[config.mk]
export PLATFORM = sky130hd
export DESIGN_NAME = dbnc_in_port
export DESIGN_NICKNAME = d
export VERILOG_FILES = /design/src/rtl/dip_pkg.sv /design/src/rtl/dip_sync.sv /design/src/rtl/dip_debounce.sv /design/src/rtl/dip_regs.sv /design/src/rtl/dbnc_in_port.sv
export SDC_FILE = /design/constraint.sdc
export NUM_CORES = 1
export LEC_CHECK = 0
export BUFFER_PORTS_ARGS = -buffer_cell sky130_fd_sc_hd__buf_4
export CAP_MARGIN = 20
export CORE_ASPECT_RATIO = 1.1
export CORE_MARGIN = 4
export CORE_UTILIZATION = 33
export CTS_BUF_LIST = sky130_fd_sc_hd__clkbuf_2
export DETAILED_ROUTE_END_ITERATION = 10
export PLACE_DENSITY = 0.67
export SYNTH_ARGS = -nofsm -noshare
export SYNTH_HDL_FRONTEND = slang
export SYNTH_SLANG_ARGS = --single-unit
[constraint.sdc]
create_clock -name clk_i -period 2.5 [get_ports clk_i]
set_clock_uncertainty 0.1 [all_clocks]
set_input_delay 0.375 -clock clk_i [delete_from_list [all_inputs] [get_ports clk_i]]
set_output_delay 0.375 -clock clk_i [all_outputs]
set_load 0.03 [all_outputs]
[src/rtl/dip_pkg.sv]
package dip_pkg;
  localparam int unsigned RDY_BIT = 0;
  localparam int unsigned OVR_BIT = 2;
  localparam int unsigned IE_BIT  = 8;

  typedef struct packed {
    logic ie;
    logic ovr;
    logic rdy;
  } stat_t;
endpackage

[src/rtl/dip_sync.sv]
module dip_sync #(
  parameter int unsigned WIDTH = 10
) (
  input  logic             clk_i,
  input  logic             rst_ni,
  input  logic [WIDTH-1:0] d_i,
  output logic [WIDTH-1:0] q_o
);
  logic [WIDTH-1:0] s1_q, s2_q;

  always_ff @(posedge clk_i or negedge rst_ni) begin
    if (!rst_ni) begin
      s1_q <= '0;
      s2_q <= '0;
    end else begin
      s1_q <= d_i;
      s2_q <= s1_q;
    end
  end

  assign q_o = s2_q;
endmodule

[src/rtl/dip_debounce.sv]
module dip_debounce #(
  parameter int unsigned WIDTH = 10,
  parameter int unsigned LIMIT = 2_000_000
) (
  input  logic             clk_i,
  input  logic             rst_ni,
  input  logic [WIDTH-1:0] s_i,
  output logic [WIDTH-1:0] deb_o,
  output logic             chg_o
);
  localparam int unsigned CNT_W = (LIMIT < 2) ? 1 : $clog2(LIMIT);
  localparam logic [CNT_W-1:0] CNT_END = CNT_W'(LIMIT - 1);

  logic [WIDTH-1:0] cand_q, deb_q;
  logic [CNT_W-1:0] cnt_q;
  logic             steady, pending;

  assign steady  = (s_i == cand_q);
  assign pending = (cand_q != deb_q);
  assign chg_o   = steady && pending && (cnt_q == CNT_END);

  always_ff @(posedge clk_i or negedge rst_ni) begin
    if (!rst_ni) begin
      cand_q <= '0;
      deb_q  <= '0;
      cnt_q  <= '0;
    end else if (!steady) begin
      // any raw movement restarts the window
      cand_q <= s_i;
      cnt_q  <= '0;
    end else if (chg_o) begin
      deb_q <= cand_q;
      cnt_q <= '0;
    end else if (pending) begin
      cnt_q <= cnt_q + 1'b1;
    end else begin
      cnt_q <= '0;
    end
  end

  assign deb_o = deb_q;


  deb_only_on_chg_chk: assert property (@(posedge clk_i) disable iff (!rst_ni)
    (deb_q != $past(deb_q)) |-> $past(chg_o));

  chg_needs_steady_chk: assert property (@(posedge clk_i) disable iff (!rst_ni)
    chg_o |-> $stable(s_i));
endmodule

[src/rtl/dip_regs.sv]
module dip_regs
  import dip_pkg::*;
#(
  parameter int unsigned WIDTH     = 10,
  parameter int unsigned DATA_W    = 32,
  parameter int unsigned ADDR_W    = 32,
  parameter logic [ADDR_W-1:0] DATA_ADDR = 32'hF000_0014,
  parameter logic [ADDR_W-1:0] CTRL_ADDR = 32'hF000_0114
) (
  input  logic              clk_i,
  input  logic              rst_ni,
  input  logic [WIDTH-1:0]  deb_i,
  input  logic              chg_i,
  input  logic [ADDR_W-1:0] addr_i,
  input  logic              we_i,
  input  logic [DATA_W-1:0] wdata_i,
  output logic [DATA_W-1:0] rdata_o,
  output logic              irq_o
);
  stat_t st_q, st_d;
  logic  hit_data, hit_ctrl, rd_data, rd_ctrl, wr_ctrl;
  logic [DATA_W-1:0] ctrl_word;

  assign hit_data = (addr_i == DATA_ADDR);
  assign hit_ctrl = (addr_i == CTRL_ADDR);
  assign rd_data  = hit_data && !we_i;
  assign rd_ctrl  = hit_ctrl && !we_i;
  assign wr_ctrl  = hit_ctrl && we_i;

  always_comb begin
    st_d = st_q;
    if (chg_i) begin
      st_d.rdy = 1'b1;
      if (st_q.rdy) st_d.ovr = 1'b1;
    end else if (rd_data) begin
      st_d.rdy = 1'b0;
    end
    if (wr_ctrl) begin
      st_d.ie = wdata_i[IE_BIT];
      // set by a change beats a software clear
      if (!wdata_i[OVR_BIT] && !(chg_i && st_q.rdy)) st_d.ovr = 1'b0;
    end
  end

  always_ff @(posedge clk_i or negedge rst_ni) begin
    if (!rst_ni) st_q <= '0;
    else         st_q <= st_d;
  end

  always_comb begin
    ctrl_word          = '0;
    ctrl_word[RDY_BIT] = st_q.rdy;
    ctrl_word[OVR_BIT] = st_q.ovr;
    ctrl_word[IE_BIT]  = st_q.ie;
  end

  always_comb begin
    rdata_o = '0;
    if (rd_data)      rdata_o = {{(DATA_W-WIDTH){1'b0}}, deb_i};
    else if (rd_ctrl) rdata_o = ctrl_word;
  end

  assign irq_o = st_q.rdy && st_q.ie;


  rdy_on_chg_chk: assert property (@(posedge clk_i) disable iff (!rst_ni)
    chg_i |=> st_q.rdy);

  rdy_clr_chk: assert property (@(posedge clk_i) disable iff (!rst_ni)
    (rd_data && !chg_i) |=> !st_q.rdy);

  ovr_set_chk: assert property (@(posedge clk_i) disable iff (!rst_ni)
    (chg_i && st_q.rdy) |=> st_q.ovr);

  ovr_rise_chk: assert property (@(posedge clk_i) disable iff (!rst_ni)
    $rose(st_q.ovr) |-> $past(chg_i));

  irq_gate_chk: assert property (@(posedge clk_i) disable iff (!rst_ni)
    irq_o |-> (st_q.ie && st_q.rdy));

  rdata_quiet_chk: assert property (@(posedge clk_i) disable iff (!rst_ni)
    (we_i || (!hit_data && !hit_ctrl)) |-> (rdata_o == '0));
endmodule

[src/rtl/dbnc_in_port.sv]
module dbnc_in_port #(
  parameter int unsigned WIDTH           = 10,
  parameter int unsigned DATA_W          = 32,
  parameter int unsigned ADDR_W          = 32,
  parameter int unsigned DEBOUNCE_CYCLES = 2_000_000,
  parameter logic [ADDR_W-1:0] DATA_ADDR = 32'hF000_0014
) (
  input  logic              clk_i,
  input  logic              rst_ni,
  input  logic [WIDTH-1:0]  raw_i,
  input  logic [ADDR_W-1:0] addr_i,
  input  logic              we_i,
  input  logic [DATA_W-1:0] wdata_i,
  output logic [DATA_W-1:0] rdata_o,
  output logic              irq_o
);
  localparam logic [ADDR_W-1:0] CTRL_ADDR = DATA_ADDR + ADDR_W'(32'h100);

  logic [WIDTH-1:0] sync_w, deb_w;
  logic             chg_w;

  dip_sync #(.WIDTH(WIDTH)) u_sync (
    .clk_i (clk_i),
    .rst_ni(rst_ni),
    .d_i   (raw_i),
    .q_o   (sync_w)
  );

  dip_debounce #(.WIDTH(WIDTH), .LIMIT(DEBOUNCE_CYCLES)) u_deb (
    .clk_i (clk_i),
    .rst_ni(rst_ni),
    .s_i   (sync_w),
    .deb_o (deb_w),
    .chg_o (chg_w)
  );

  dip_regs #(
    .WIDTH    (WIDTH),
    .DATA_W   (DATA_W),
    .ADDR_W   (ADDR_W),
    .DATA_ADDR(DATA_ADDR),
    .CTRL_ADDR(CTRL_ADDR)
  ) u_regs (
    .clk_i  (clk_i),
    .rst_ni (rst_ni),
    .deb_i  (deb_w),
    .chg_i  (chg_w),
    .addr_i (addr_i),
    .we_i   (we_i),
    .wdata_i(wdata_i),
    .rdata_o(rdata_o),
    .irq_o  (irq_o)
  );
endmodule

=== After elaboration in Yosys (flattened, before gate mapping) ===
Cells that the tools add are included.

* Logic and storage cells: 38
* Output and inout bits: 33
* Register bits after elaboration: 64
* Bits of input ports: 77

* Reduce and logical (&&, ||, !) cells: 13
* $add $sub $neg: 1
* Equal/unequal tests: 5
* Mux-type cells: 11

{| class="wikitable"
|+ Operators by type and width
! operator !! number
|-
| 32-bit == test, second input constant || 2
|-
| 21-bit 2-to-1 mux || 3
|-
| 32-bit 2-to-1 mux || 1
|-
| 21-bit by 1-bit adder with 21-bit output, second input constant || 1
|-
| 21-bit == test, second input constant || 1
|-
| 10-bit == test || 1
|-
| 10-bit != test || 1
|-
| 9-bit 2-to-1 mux || 1
|-
| 1-bit logical AND || 8
|-
| 1-bit 2-to-1 mux || 6
|-
| 1-bit logical NOT || 3
|-
| 2-bit AND reduction || 1
|-
| 2-bit nonzero test || 1
|}

=== Longest topological paths before layout ===
* Depth after elaboration: 8
* Gate-level depth with buffers: 7
* Depth with buffers taken out: 6

=== Hierarchy ===
From an unflattened synthesis, not the netlist that was laid out.

* Cells, all modules: 257
* Area total of the unflattened synthesis: 3,025.4 sq um

{| class="wikitable"
|+ By module, submodules not included
! module !! area each (sq um) !! instances !! cells each
|-
| dip_debounce || 1,979.4 || 1 || 177
|-
| dip_regs || 545.5 || 1 || 60
|-
| dip_sync || 500.5 || 1 || 20
|}

=== Worst setup path after synthesis ===
No wires, ideal clock.

* Kind: input port to output port
* Start: input port addr_i[1]
* End: output port rdata_o[0]
* Stages: 4
* Arrival: 1.971 ns
* Required time: 2.025 ns
* Path slack: 0.054 ns
* Buffers on the path: 0
* Cell sequence: nor4b_1 -> and4b_1 -> nand3_1 -> nor4_1

* Word-level cells in the longest chain between the ends: 4
* Elaborated cells between the ends (all ways): 6
* Classes of those cells: 2 x eq/ne; 2 x mux; 2 x reduce/logical

{| class="wikitable"
|+ Ends and longest elaborated chain
! item !! line !! text
|-
| start: declaration || dbnc_in_port.sv:11 || <nowiki>input logic [ADDR_W-1:0] addr_i,</nowiki>
|-
| 32-bit == test || dip_regs.sv:25 || <nowiki>assign hit_ctrl = (addr_i == CTRL_ADDR);</nowiki>
|-
| 1-bit logical AND || dip_regs.sv:27 || <nowiki>assign rd_ctrl = hit_ctrl && !we_i;</nowiki>
|-
| 9-bit 2-to-1 mux || dip_regs.sv:60 || <nowiki>else if (rd_ctrl) rdata_o = ctrl_word;</nowiki>
|-
| 32-bit 2-to-1 mux * || dip_regs.sv:59 || <nowiki>if (rd_data) rdata_o = {{(DATA_W-WIDTH){1'b0}}, deb_i};</nowiki>
|-
| end: declaration || dbnc_in_port.sv:14 || <nowiki>output logic [DATA_W-1:0] rdata_o,</nowiki>
|}

Mark *: on every way between the ends. The rest lies on a longest branch, timed or not.

=== Worst setup path after layout ===
* Start: register u_deb.cnt_q[13]
* End: register u_deb.deb_q[9], in the netlist u_deb.deb_o[9]

* Word-level cells in the longest chain between the ends: 3

{| class="wikitable"
|+ Ends and longest elaborated chain
! item !! line !! text
|-
| start: declaration || dip_debounce.sv:15 || <nowiki>logic [CNT_W-1:0] cnt_q;</nowiki>
|-
| start signal: assignment || dip_debounce.sv:35 || <nowiki>cnt_q <= cnt_q + 1'b1;</nowiki>
|-
| 21-bit == test || dip_debounce.sv:20 || <nowiki>assign chg_o = steady && pending && (cnt_q == CNT_END);</nowiki>
|-
| 1-bit logical AND || dip_debounce.sv:20 ||
|-
| 2-bit AND reduction (no source line) || -- ||
|-
| end signal: assignment || dip_debounce.sv:32 || <nowiki>deb_q <= cand_q;</nowiki>
|-
| end: declaration || dip_debounce.sv:14 || <nowiki>logic [WIDTH-1:0] cand_q, deb_q;</nowiki>
|}

No other way between the ends.
A chain may end at the register's enable or synchronous reset.

==> metrics.csv <==
metric,value,unit
wl_per_cell,11.96,um
synthTopCellsByArea,"dfrtp_1, buf_4, xor2_1, xnor2_1, mux2_4",
status,completed,
io-pin-count,110,
switchingPower,0.0004780,W
layout-drive-gt1-share,28.66,%
power.total,0.001744,W
finalCritPeriodShare,95.62,%
cts_tree,yes,
syn_to_final_growth,25.13,%
yosysWarnings,0,
leakagePower,1.680,nW
final_cell_mix,"buf_4, dfrtp_1, nor2_1, conb_1, xor2_1",
seqPwrFrac,61.8,%
synth-adder-area-share,0.4274,%
layout_min_cycle_time,2.391,ns
dp_cells,417,
rows,35,
cts-root-buf,clkbuf_2,
yosysUniqueCellTypes,40,
avgSynthCellArea,11.48,sq um
finalSetupViolCount,0,
drtAntennaViolNets,0,
power.density,476.0,nW/um^2
diodes,0,
relSlewSlack,49.05,%
dieWidth,97.81,um
initial_core_util,34.46,%
post-dp-hpwl,4.013,mm
num_vias,1985,
setup_tns,0,ns
synth_top_area_share,54.70,%
slowest_stage,or4b_1,
synth-main-ff-cell,dfrtp_1,
startpoint_type,flip-flop,
grt_pass1_wl,8.935,mm
synth_top_area_cell,dfrtp_1,
internal_power,0.001266,W
yosysSeqAreaShare,54.70,%
peakVddDrop,0.0003066,V
cp_max_fo,12,
synthCells,255,
syn_area,2928,sq um
antenna_found_initial,0,
wirelength,5.335,mm
nets,408,
drc,0,
synth-compound-area-share,1.880,%
first_iter_violations,122,
crit_chain,or4b_1 > or3_1 > nor4_2 > nand3_2 > buf_12 > mux2_1,
cp_slowest_stage_delay,0.50,ns
numPortBuffers,57,
first_pass_iters,4,
endpoint_kind,flip-flop,
slew_viol_final,0,
grt_pass1_vias,1971,
maxCapViolCount,0,
ctsLongestPathBuffers,2,
floorplan.die_area,10450,sq um
layoutNonFillerInstCount,446,
place_area,3433,sq um
cts_buffers,9,
vias_per_cell,4.451,
worst-endpoint-arrival,2.67,ns
cp.required,2.78,ns
cts_max_level,3,
p_comb_share,9.5,%
die_h,106.8,um
clk_pin_slew,0.18,ns
n_fill_cell,797,
path_class,reg2reg,
post-cts-setup-buffers,0,
ys_ff_latch,64,
fp.coreArea,8496,sq um
hp-class,in2reg,
overflow,0,
pwr-share-clk,28.7,%
groute.usage.overall,10.69,%
tightest_slew,0.7642,ns
rsz0062_at_grt,no,
hold_violations,0,
synth_top_family_by_area,simple AND/OR/NAND/NOR gates,
stdcell_area,3664,sq um
synthMuxAreaShare,6.282,%
grt_max_degree,65,
synth_edf_count,0,
swShare,27.41,%
clock_sinks,64,
fmax,418.3,MHz
synthArstFlopShare,100.0,%
clock_latency,0.48,ns
gp_congestion,0.8143,
synthSimpleGateAreaFrac,17.78,%
synth_xor_area_share,10.47,%
-- cells in the mapped netlist (all sizes together) (2+ instances only) --
| cell | instances |
|---|---|
| nand4 | 5 |
| nor4 | 12 |
| nor4b | 3 |
| xor2 | 18 |
| a211oi | 2 |
| xnor2 | 17 |
| and3 | 4 |
| nand3 | 14 |
| mux2i | 3 |
| nand2 | 9 |
| or4b | 2 |
| dfrtp | 64 |
| or3 | 2 |
| and2 | 9 |
| clkbuf | 11 |
| o21ai | 3 |
| nor2 | 22 |
| mux2 | 11 |
| a21oi | 2 |
| nor3 | 4 |
| buf | 25 |
| inv | 3 |
-- layout make-up --
cell class | count | area [sq um] | area share (%)
Sequential cell | 64 | 1602 | 43.72
Timing Repair Buffer | 79 | 650.6 | 17.76
Inverter | 3 | 11.26 | 0.3074
Tap cell | 111 | 138.9 | 3.791
Clock inverter | 7 | 48.80 | 1.332
Multi-Input combinational cell | 173 | 1167 | 31.86
Clock buffer | 9 | 45.04 | 1.230
-- sequential cells by signal, indices dropped and copies added (netlist names) --
| register | count |
|---|---|
| u_regs.ctrl_word | 3 |
| u_deb.deb_o | 10 |
| u_sync.s1_q | 10 |
| u_deb.cnt_q | 21 |
| u_sync.q_o | 10 |
| u_deb.cand_q | 10 |
-- repair_timing --
item,4_1_cts,5_1_grt
hold buffers,13,0
hold endpoints to repair,76,0
endpoints found under the setup margin,0,4
gates resized for setup,0,1
-- power by group through the flow --
stage / logic (W) / clock network, W / registers (W)
final: 0.000166 / 0.000500 / 0.00108
after floorplan: 0.000103 / 0 / 0.00109
after global placement: 0.000148 / 0 / 0.00110
after detailed placement: 0.000150 / 0 / 0.00110
after global routing: 0.000181 / 0.000588 / 0.00108
after CTS: 0.000167 / 0.000534 / 0.00108
-- kinds of logic (layout without fill, tap and decap cells) --
kind of cell	after synthesis	after routing
buffers and inverters	39	98
and+or+nand+nor	92	92
muxes	14	14
xor gates and xnor gates	35	35
AOI/OAI and AO/OA	9	9
adders and majority gates	1	1
other	1	22
DFF	64	64
-- per-layer routing --
metal | track usage [%] | share of wire (%) | vias up
met2 | 17.87 | 48 | 74
met3 | 3.188 | 7.8 | 9
met4 | 5.935 | 2.3 | 0
met1 | 12.24 | 42 | 925
li1 | - | - | 977
met5 | 0 | 0 | -
-- critical path: cells and delay by family (launching register included) --
kind,cells,cell delay [ns]
multiplexers,1,0.30
AND/OR/NAND/NOR,4,1.33
flip-flops,1,0.41
buffers and inverters,1,0.17
-- final timing paths --
kind | from | to | slack, ns | cells after the start
hold / removal | we_i | u_regs.ctrl_word[2]$_DFF_PN0_ | 0.16 | 4
setup / recovery | u_deb.cnt_q[13]$_DFF_PN0_ | u_deb.deb_o[9]$_DFFE_PN0P_ | 0.11 | 6
hold reg to reg | u_sync.s1_q[8]$_DFF_PN0_ | u_sync.q_o[8]$_DFF_PN0_ | 0.26 | 0
max in group asynchronous | rst_ni | u_deb.cand_q[6]$_DFFE_PN0N_ | 1.41 | 2
setup reg to reg | u_deb.cnt_q[13]$_DFF_PN0_ | u_deb.deb_o[9]$_DFFE_PN0P_ | 0.11 | 6
min in group asynchronous | rst_ni | u_deb.cnt_q[18]$_DFF_PN0_ | 0.38 | 2
-- per-stage QoR --
step                      hold slack (ns)  setup slack (ns)  util [%]
final                              0.1638            0.1094     43.12
after CTS                         0.09951           0.07786     43.05
after global routing               0.1380           0.01365     43.12
after global placement             0.2346            0.1223     40.41
after detailed placement           0.2347           0.09955     40.41
after floorplan                  -0.02059           0.05436         -
(Power assumes the default switching activity.)
